==> config.mk <==
export PLATFORM = sky130hd
export DESIGN_NAME = dma_remap_walker
export DESIGN_NICKNAME = d
export VERILOG_FILES = /design/src/rtl/dma_remap_walker.sv
export SDC_FILE = /design/constraint.sdc
export NUM_CORES = 1
export LEC_CHECK = 0
export ABC_AREA = 1
export BUFFER_PORTS_ARGS = -buffer_cell sky130_fd_sc_hd__buf_2
export CAP_MARGIN = 20
export CORE_MARGIN = 3
export CORE_UTILIZATION = 45
export CTS_BUF_LIST = sky130_fd_sc_hd__clkbuf_16
export DETAILED_ROUTE_END_ITERATION = 10
export PLACE_DENSITY_LB_ADDON = 0.08
export SYNTH_ARGS = -nofsm -noshare
export SYNTH_HDL_FRONTEND = slang
export SYNTH_SLANG_ARGS = --single-unit
export TNS_END_PERCENT = 1
==> constraint.sdc <==
create_clock -name clk -period 4.2 [get_ports clk]
set_input_delay 0 -clock clk [delete_from_list [all_inputs] [get_ports clk]]
set_output_delay 0 -clock clk [all_outputs]
set_load 0.03 [all_outputs]
==> src/rtl/dma_remap_walker.sv <==
module dma_remap_walker #(
  parameter int AW   = 48,
  parameter int DW   = 64,
  parameter int RIDW = 16
) (
  input  logic          clk,
  input  logic          rst_n,
  input  logic          reg_wr,
  input  logic          reg_sel,
  input  logic [AW-1:0] reg_wdata,
  input  logic          req_valid,
  output logic          req_ready,
  input  logic [RIDW-1:0] req_rid,
  input  logic [AW-1:0] req_addr,
  input  logic          req_write,
  output logic          mem_req,
  output logic [AW-1:0] mem_addr,
  input  logic          mem_rvalid,
  input  logic [DW-1:0] mem_rdata,
  output logic          rsp_valid,
  output logic [AW-1:0] rsp_paddr,
  output logic          rsp_fault,
  output logic [2:0]    rsp_code
);
  localparam int OFFW = 12;
  localparam int IDXW = 9;
  localparam int BUSW = RIDW / 2;
  localparam logic [2:0] P_ROOT = 3'd0, P_CTX = 3'd1, P_L0 = 3'd2, P_LEAF = 3'd5;
  localparam logic [2:0] F_NONE = 3'd0, F_ROOT = 3'd1, F_CTX = 3'd2, F_TYPE = 3'd3, F_PERM = 3'd4;

  typedef enum logic [1:0] {S_IDLE, S_FETCH, S_WAIT, S_RESP} st_t;
  st_t st;

  logic [AW-1:0]   base_r, base_q, va_q, ptr_q, pa_q;
  logic            en_r, en_q, wr_q, fault_q;
  logic [RIDW-1:0] rid_q;
  logic [2:0]      phase_q, code_q;
  logic [IDXW-1:0] idx;
  logic [AW-1:0]   fetch_addr, ent_ptr;
  logic            ent_present, ent_perm;
  logic [1:0]      ent_tt;
  logic            unused_bits;

  assign ent_present = mem_rdata[0];
  assign ent_tt      = mem_rdata[3:2];
  assign ent_perm    = wr_q ? mem_rdata[1] : mem_rdata[0];
  assign ent_ptr     = {mem_rdata[AW-1:OFFW], {OFFW{1'b0}}};
  assign unused_bits = ^{mem_rdata[DW-1:AW], mem_rdata[OFFW-1:4]};

  always_comb begin
    case (phase_q)
      3'd2:    idx = va_q[OFFW+4*IDXW-1 -: IDXW];
      3'd3:    idx = va_q[OFFW+3*IDXW-1 -: IDXW];
      3'd4:    idx = va_q[OFFW+2*IDXW-1 -: IDXW];
      default: idx = va_q[OFFW+IDXW-1 -: IDXW];
    endcase
    case (phase_q)
      P_ROOT:  fetch_addr = base_q + {{(AW-BUSW-4){1'b0}}, rid_q[RIDW-1:BUSW], 4'b0};
      P_CTX:   fetch_addr = ptr_q + {{(AW-BUSW-4){1'b0}}, rid_q[BUSW-1:0], 4'b0};
      default: fetch_addr = ptr_q + {{(AW-IDXW-3){1'b0}}, idx, 3'b0};
    endcase
  end

  assign req_ready = (st == S_IDLE);
  assign mem_req   = (st == S_FETCH);
  assign mem_addr  = fetch_addr;
  assign rsp_valid = (st == S_RESP);
  assign rsp_paddr = pa_q;
  assign rsp_fault = fault_q;
  assign rsp_code  = code_q;

  always_ff @(posedge clk or negedge rst_n) begin
    if (!rst_n) begin
      st <= S_IDLE;
      base_r <= '0; en_r <= 1'b0;
      base_q <= '0; en_q <= 1'b0;
      va_q <= '0; ptr_q <= '0; pa_q <= '0;
      rid_q <= '0; wr_q <= 1'b0;
      phase_q <= P_ROOT; fault_q <= 1'b0; code_q <= F_NONE;
    end else begin
      if (reg_wr) begin
        if (reg_sel) en_r <= reg_wdata[0];
        else         base_r <= reg_wdata;
      end
      case (st)
        S_IDLE: if (req_valid) begin
          rid_q <= req_rid; va_q <= req_addr; wr_q <= req_write;
          base_q <= base_r; en_q <= en_r;
          phase_q <= P_ROOT; fault_q <= 1'b0; code_q <= F_NONE;
          if (en_r) st <= S_FETCH;
          else begin
            pa_q <= req_addr;
            st <= S_RESP;
          end
        end
        S_FETCH: st <= S_WAIT;
        S_WAIT: if (mem_rvalid) begin
          if (phase_q == P_ROOT) begin
            if (!ent_present) begin
              fault_q <= 1'b1; code_q <= F_ROOT; pa_q <= '0; st <= S_RESP;
            end else begin
              ptr_q <= ent_ptr; phase_q <= P_CTX; st <= S_FETCH;
            end
          end else if (phase_q == P_CTX) begin
            if (!ent_present) begin
              fault_q <= 1'b1; code_q <= F_CTX; pa_q <= '0; st <= S_RESP;
            end else if (ent_tt == 2'b00) begin
              ptr_q <= ent_ptr; phase_q <= P_L0; st <= S_FETCH;
            end else if (ent_tt == 2'b10) begin
              pa_q <= va_q; st <= S_RESP;
            end else begin
              fault_q <= 1'b1; code_q <= F_TYPE; pa_q <= '0; st <= S_RESP;
            end
          end else begin
            if (!ent_perm) begin
              fault_q <= 1'b1; code_q <= F_PERM; pa_q <= '0; st <= S_RESP;
            end else if (phase_q == P_LEAF) begin
              pa_q <= {ent_ptr[AW-1:OFFW], va_q[OFFW-1:0]}; st <= S_RESP;
            end else begin
              ptr_q <= ent_ptr; phase_q <= phase_q + 3'd1; st <= S_FETCH;
            end
          end
        end
        default: st <= S_IDLE;
      endcase
    end
  end

  a_r9_busy_after_accept: assert property (@(posedge clk) disable iff (!rst_n)
    (req_valid && req_ready) |=> !req_ready);
  a_r9_rsp_one_cycle: assert property (@(posedge clk) disable iff (!rst_n)
    rsp_valid |=> (!rsp_valid && req_ready));
  a_r1_single_read_pulse: assert property (@(posedge clk) disable iff (!rst_n)
    mem_req |=> !mem_req);
  a_r4_no_read_when_off: assert property (@(posedge clk) disable iff (!rst_n)
    mem_req |-> en_q);
  a_r4_identity_when_off: assert property (@(posedge clk) disable iff (!rst_n)
    (rsp_valid && !en_q) |-> (rsp_paddr == va_q && !rsp_fault));
  a_r3_offset_kept: assert property (@(posedge clk) disable iff (!rst_n)
    (rsp_valid && !rsp_fault) |-> (rsp_paddr[OFFW-1:0] == va_q[OFFW-1:0]));
  a_r8_code_matches_fault: assert property (@(posedge clk) disable iff (!rst_n)
    rsp_valid |-> (rsp_fault == (rsp_code != F_NONE)));
  a_r10_captured_stable: assert property (@(posedge clk) disable iff (!rst_n)
    (!req_ready && !rsp_valid) |=> ($stable(base_q) && $stable(en_q)));
endmodule

Word-level counts from Yosys, hierarchy flattened:

Cells that the tools add are included.
Widths: inputs -> output; s select.

* word-level logic and storage cells: 118
* output and inout port bits: 103
* bits of input ports: 183
* register bits after elaboration: 267

* reduce and logical (&&, ||, !) cells: 13
* muxes and demuxes: 62
* add/subtract/negate cells: 4
* equal/unequal tests: 26
* bitwise operators: 1

Operator list (number)
* $mux 48: 18
* $pmux 48 s2: 2
* $add 48x12->48: 3
* $mux 3: 17
* $pmux 9 s3: 1
* $ne 4x4->1 const B: 6
* $reduce_and 7->1: 3
* $mux 2: 10
* $ne 3x3->1 const B: 4
* $pmux 3 s2: 2
* $mux 1: 10
* $ne 2x2->1 const B: 5
* $reduce_and 2->1: 4
* $reduce_and 8->1: 1
* $eq 2x2->1 const B: 3
* $eq 3x2->1 const B: 2
* $eq 3x3->1 const B: 2
* $pmux 2 s3: 1
* $ne 5x5->1 const B: 1
* $logic_not 2->1: 2
* $add 3x1->3 const B: 1
* $eq 3x1->1 const B: 1
* $logic_not 3->1: 1
* $ne 3x2->1 const B: 1
* other kinds (5): 5

Longest topological paths before layout:

* depth after elaboration: 8
* gate-level depth with buffers: 13
* gate-level depth less buffers: 12

Worst setup path after synthesis:

Ideal clock, no wire load.

* path kind: flip-flop to output port
* from: register base_q[4]
* to: output mem_addr[24]
* arrival: 2246 ps
* cell stages (with the launch flop): 10
* path buffers: 0
* setup slack: 1954 ps
* data required time: 4200 ps
* cells stage by stage: dfrtp_1 > ha_1 > fa_1 > nand2_1 > nand3_1 > nand3_1 > nand2_1 > nand3_1 > nor2_1 > o21ai_0

* word-level cells in the longest chain between the ends: 2

Ends and longest elaborated chain
* start, declared: RTL line 34 `logic [AW-1:0] base_r, base_q, va_q, ptr_q, pa_q;`
* start signal, assigned: RTL line 88 `base_q <= base_r; en_q <= en_r;`
* $add 48x12->48: RTL line 58 `P_ROOT: fetch_addr = base_q + {{(AW-BUSW-4){1'b0}}, rid_q[RIDW-1:BUSW], 4'b0};`
* $pmux 48 s2: RTL line 57 `case (phase_q)`
* end, declared: RTL line 17 `output logic [AW-1:0] mem_addr,`

No other way between the ends.

Worst setup path in the final report:

* from: register phase_q[1]
* to: output mem_addr[27]

* word-level cells in the longest chain between the ends: 4
* elaborated cells on any way between the ends: 8
* classes of those cells: add/sub: 1; eq/ne: 4; mux: 2; reduce/logical: 1

Ends and longest elaborated chain
* start, declared: RTL line 37 `logic [2:0] phase_q, code_q;`
* start signal, assigned: RTL line 79 `phase_q <= P_ROOT; fault_q <= 1'b0; code_q <= F_NONE;`
* start signal, assigned: RTL line 89 `phase_q <= P_ROOT; fault_q <= 1'b0; code_q <= F_NONE;`
* start signal, assigned: RTL line 102 `ptr_q <= ent_ptr; phase_q <= P_CTX; st <= S_FETCH;`
* $eq 3x3->1 / $eq 3x2->1 (equally long branches): RTL line 51 `case (phase_q)`
* $pmux 9 s3: RTL line 51
* $add 48x12->48: RTL line 60 `default: fetch_addr = ptr_q + {{(AW-IDXW-3){1'b0}}, idx, 3'b0};`
* $pmux 48 s2 *: RTL line 57

Every way passes the cells marked *; elsewhere a longest branch is shown, timed or not.

==> qor.yml <==
run_status:
  status: "finished, final reports clean"
placement:
  port_buffers: 261
  place_area_mm2: 0.0148
  gp_congestion: 0.921
  dp_hpwl_um: 31500
clock_tree:
  cts_max_path_buffers: 3
  cts_sinks: 255
  clkTransAtPathRegs_ns: 0.06
  h-tree-depth: 1
  clkLatencyLatePin_ns: 0.56
  cts_resized: 0
  cts-root-buf: "clkbuf_16"
  cts_tree: "yes"
  cts_made_buffers: 29
setup_path:
  critPathLaunch: "phase_q[1]"
  path_buf_inv: 5
  cp_common_cell: "inv_1"
  timing.reg2reg.worst_path_depth: 9
  startpoint_type: "register"
  cp_max_fo: 21
  path_delay_family: "buffers and inverters"
  path_class: "reg -> out"
  r2r_start: "st[1]"
  r2r_end: "rsp_paddr[26]"
  slowest_stage: "nor2_2"
  arrival_ns: 3.47
  slowest_delay_ns: 0.50
  ff2ff_setup_slack_ns: 1.16
  end_kind: "output pin"
  cp.required_ns: 4.20
  cp_cell_sequence: "inv_1 > ha_1 > inv_1 > nor2_8 > inv_2 > nor2_2 > buf_4 > nand2_1 > o21ai_0 > buf_2"
global_routing:
  grt_pass1_vias: 12700
  met2_usage_pct: 44.3
  use_met1_pct: 37.6
  grt_max_degree: 110
  met3_usage_pct: 7.08
  grt_util_all_layers_pct: 27.6
  top_usage_layer: "met2"
  grt_pass1_wl_um: 68100
  overflow: 0
  antenna_found_initial: 2
pwr:
  pwr-share-seq_pct: 29.5
  leakagePower_nw: 8.92
  p_sw_share_pct: 50.6
  clockPowerShare_pct: 16.6
  comb_power_share_pct: 53.9
  peakVddDrop_uv: 670
  internal_power_mw: 6.95
  p_per_area_mw_per_mm2: 819
  power_switching_mw: 7.13
cells_and_area:
  fillers: 2592
  multi_input_area_mm2: 0.00562
  final_util_pct: 60.7
  diodes: 0
  final_cell_mix: "nand2_1, buf_2, dfrtp_1, inv_1, nor2_1"
  fin_nets: 2295
  final_area_mm2: 0.0172
  layout-drive-gt1-share_pct: 18.3
  final_common_cell: "nand2_1"
  synthToLayoutAreaGrowth_pct: 30.6
  ff_latch_area_mm2: 0.00638
drt:
  final_antenna_net_count: 0
  vias: 12800
  drt_wl_total_um: 43600
  avgRoutedWirePerCell_um: 17.4
  drc: 0
  vias_per_cell: 5.13
  first_iter_violations: 1037
  dr.pass1.iters: 6
sta:
  slew_viol_final: 0
  max-slew-margin-rel_pct: 40.4
  fin_tns_setup_ns: 0
  setup_viol: 0
  hold_viol: 0
  fin_crit_sh_pct: 82.5
  skew_ns: 0.0264
  fin_crit_ns: 3.47
  grt_setup_unrepaired: "false"
  max_freq_mhz: 289
  worst_slew_pin_slew_ns: 0.894
flow_run:
  drv_cap: 0
synthesis:
  synth_ff_type: "dfrtp_1"
  ys_ff_latch: 255
  synthTopCellsByArea: "dfrtp_1, nand2_1, inv_1"
  syn_avg_cell_area_um2: 7.71
  syn_area_mm2: 0.0132
  yosysWarnings: 0
  syn_nets: 1904
  synth.distinct_cells: 37
  ys_seq_area_share_pct: 48.5
  synth_edf_count: 0
  synth_area_leader_cell: "dfrtp_1"
  synth_top_cell_area_share_pct: 48.5
  synthArstFlopShare_pct: 100
  synthCells: 1707
die:
  die_y_um: 177
  fp.coreArea_mm2: 0.0283
  ios: 286
  core.rowCount: 61
  start_util_pct: 46.5
  dieWidth_um: 177
  die_area_mm2: 0.0313
worst_hold_path:
  min_path_type: "in -> async"
==> flip-flops by register name, indices dropped and copies added, names as in the netlist, 2 cells and up <==
signal and count:
base_q 48, base_r 48, phase_q 3, ptr_q 36, rid_q 16, rsp_code 3, rsp_paddr 48, st 2
va_q 48
==> per-layer routing <==
layer  up-vias  wire length (um)
met5         -                21
met4         4              1020
met3        62              3360
met2       427             19800
met1      6039             19400
li1       6276                 -
==> what timing repair did <==
item,4_1_cts,5_1_grt
setup buffers,0,0
endpoints found under the hold margin,321,0
hold buffers,155,0
==> worst max path at each step <==
stage | slack [ns] | end | cells past startpoint
floorplan | 1.95 | mem_addr[24] | 9
global placement | 1.27 | rsp_paddr[0] | 9
detailed placement | 1.24 | rsp_paddr[0] | 9
CTS | 0.80 | mem_addr[27] | 10
global route | 0.58 | mem_addr[27] | 10
finish | 0.73 | mem_addr[27] | 10
==> cell usage after synthesis, types with 15 or more instances <==
cell      instances
o22ai_1          26
buf_2            32
clkbuf_1         26
nor2_1          189
o21ai_1          74
mux2_2           47
inv_1           221
o21ai_0         105
dfrtp_1         255
nand2_1         445
nand4_1          15
nand3_1          60
a21oi_1         113
==> kinds of logic (layout without fill, tap and decap cells) <==
group	after synthesis	after routing	share of synthesized area (%)
simple gates	739	739	22.8
flops	255	255	48.5
mux	47	47	4.02
fa+ha+maj	14	14	1.39
buf+inv	299	713	8.96
compound gates	353	353	14.4
==> layout make-up <==
type,instances,share of cell area [%]
repair buffers,430,17.4
clock inverters,25,0.822
clock buffers,29,4.22
multi-input cells,1153,32.7
flip-flops and latches,255,37.1
well taps,378,2.75
inverters,229,5.01
==> per-stage QoR <==
step / power (mW) / cells / setup WS, ns / hold slack [ns]
after global placement: 11.5 / 2290 / 1.27 / 0.113
after CTS: 14.1 / 2499 / 0.795 / 0.0565
after detailed placement: 11.6 / 2290 / 1.24 / 0.119
final: 14.1 / 2499 / 0.735 / 0.0725
after floorplan: 9.18 / 1707 / 1.95 / -0.296
after global routing: 15.1 / 2499 / 0.584 / 0.136
==> power groups by stage <==
stage	registers (mW)	clock network [mW]	logic, mW
after CTS	4.15	2.39	7.58
after global placement	4.16	0	7.38
after floorplan	4.37	0	4.81
final	4.16	2.33	7.60
after global routing	4.28	2.49	8.34
after detailed placement	4.18	0	7.45
==> worst reg2reg max path, stage by stage, from the launching register on <==
cell,delay (ns)
dfrtp_1,0.45
inv_2,0.10
nor2_8,0.37
inv_2,0.44
o21ai_2,0.36
o21ai_2,0.12
nor2_4,0.39
inv_4,0.39
nand2_1,0.20
o21ai_1,0.08
(Power assumes the default switching activity.)
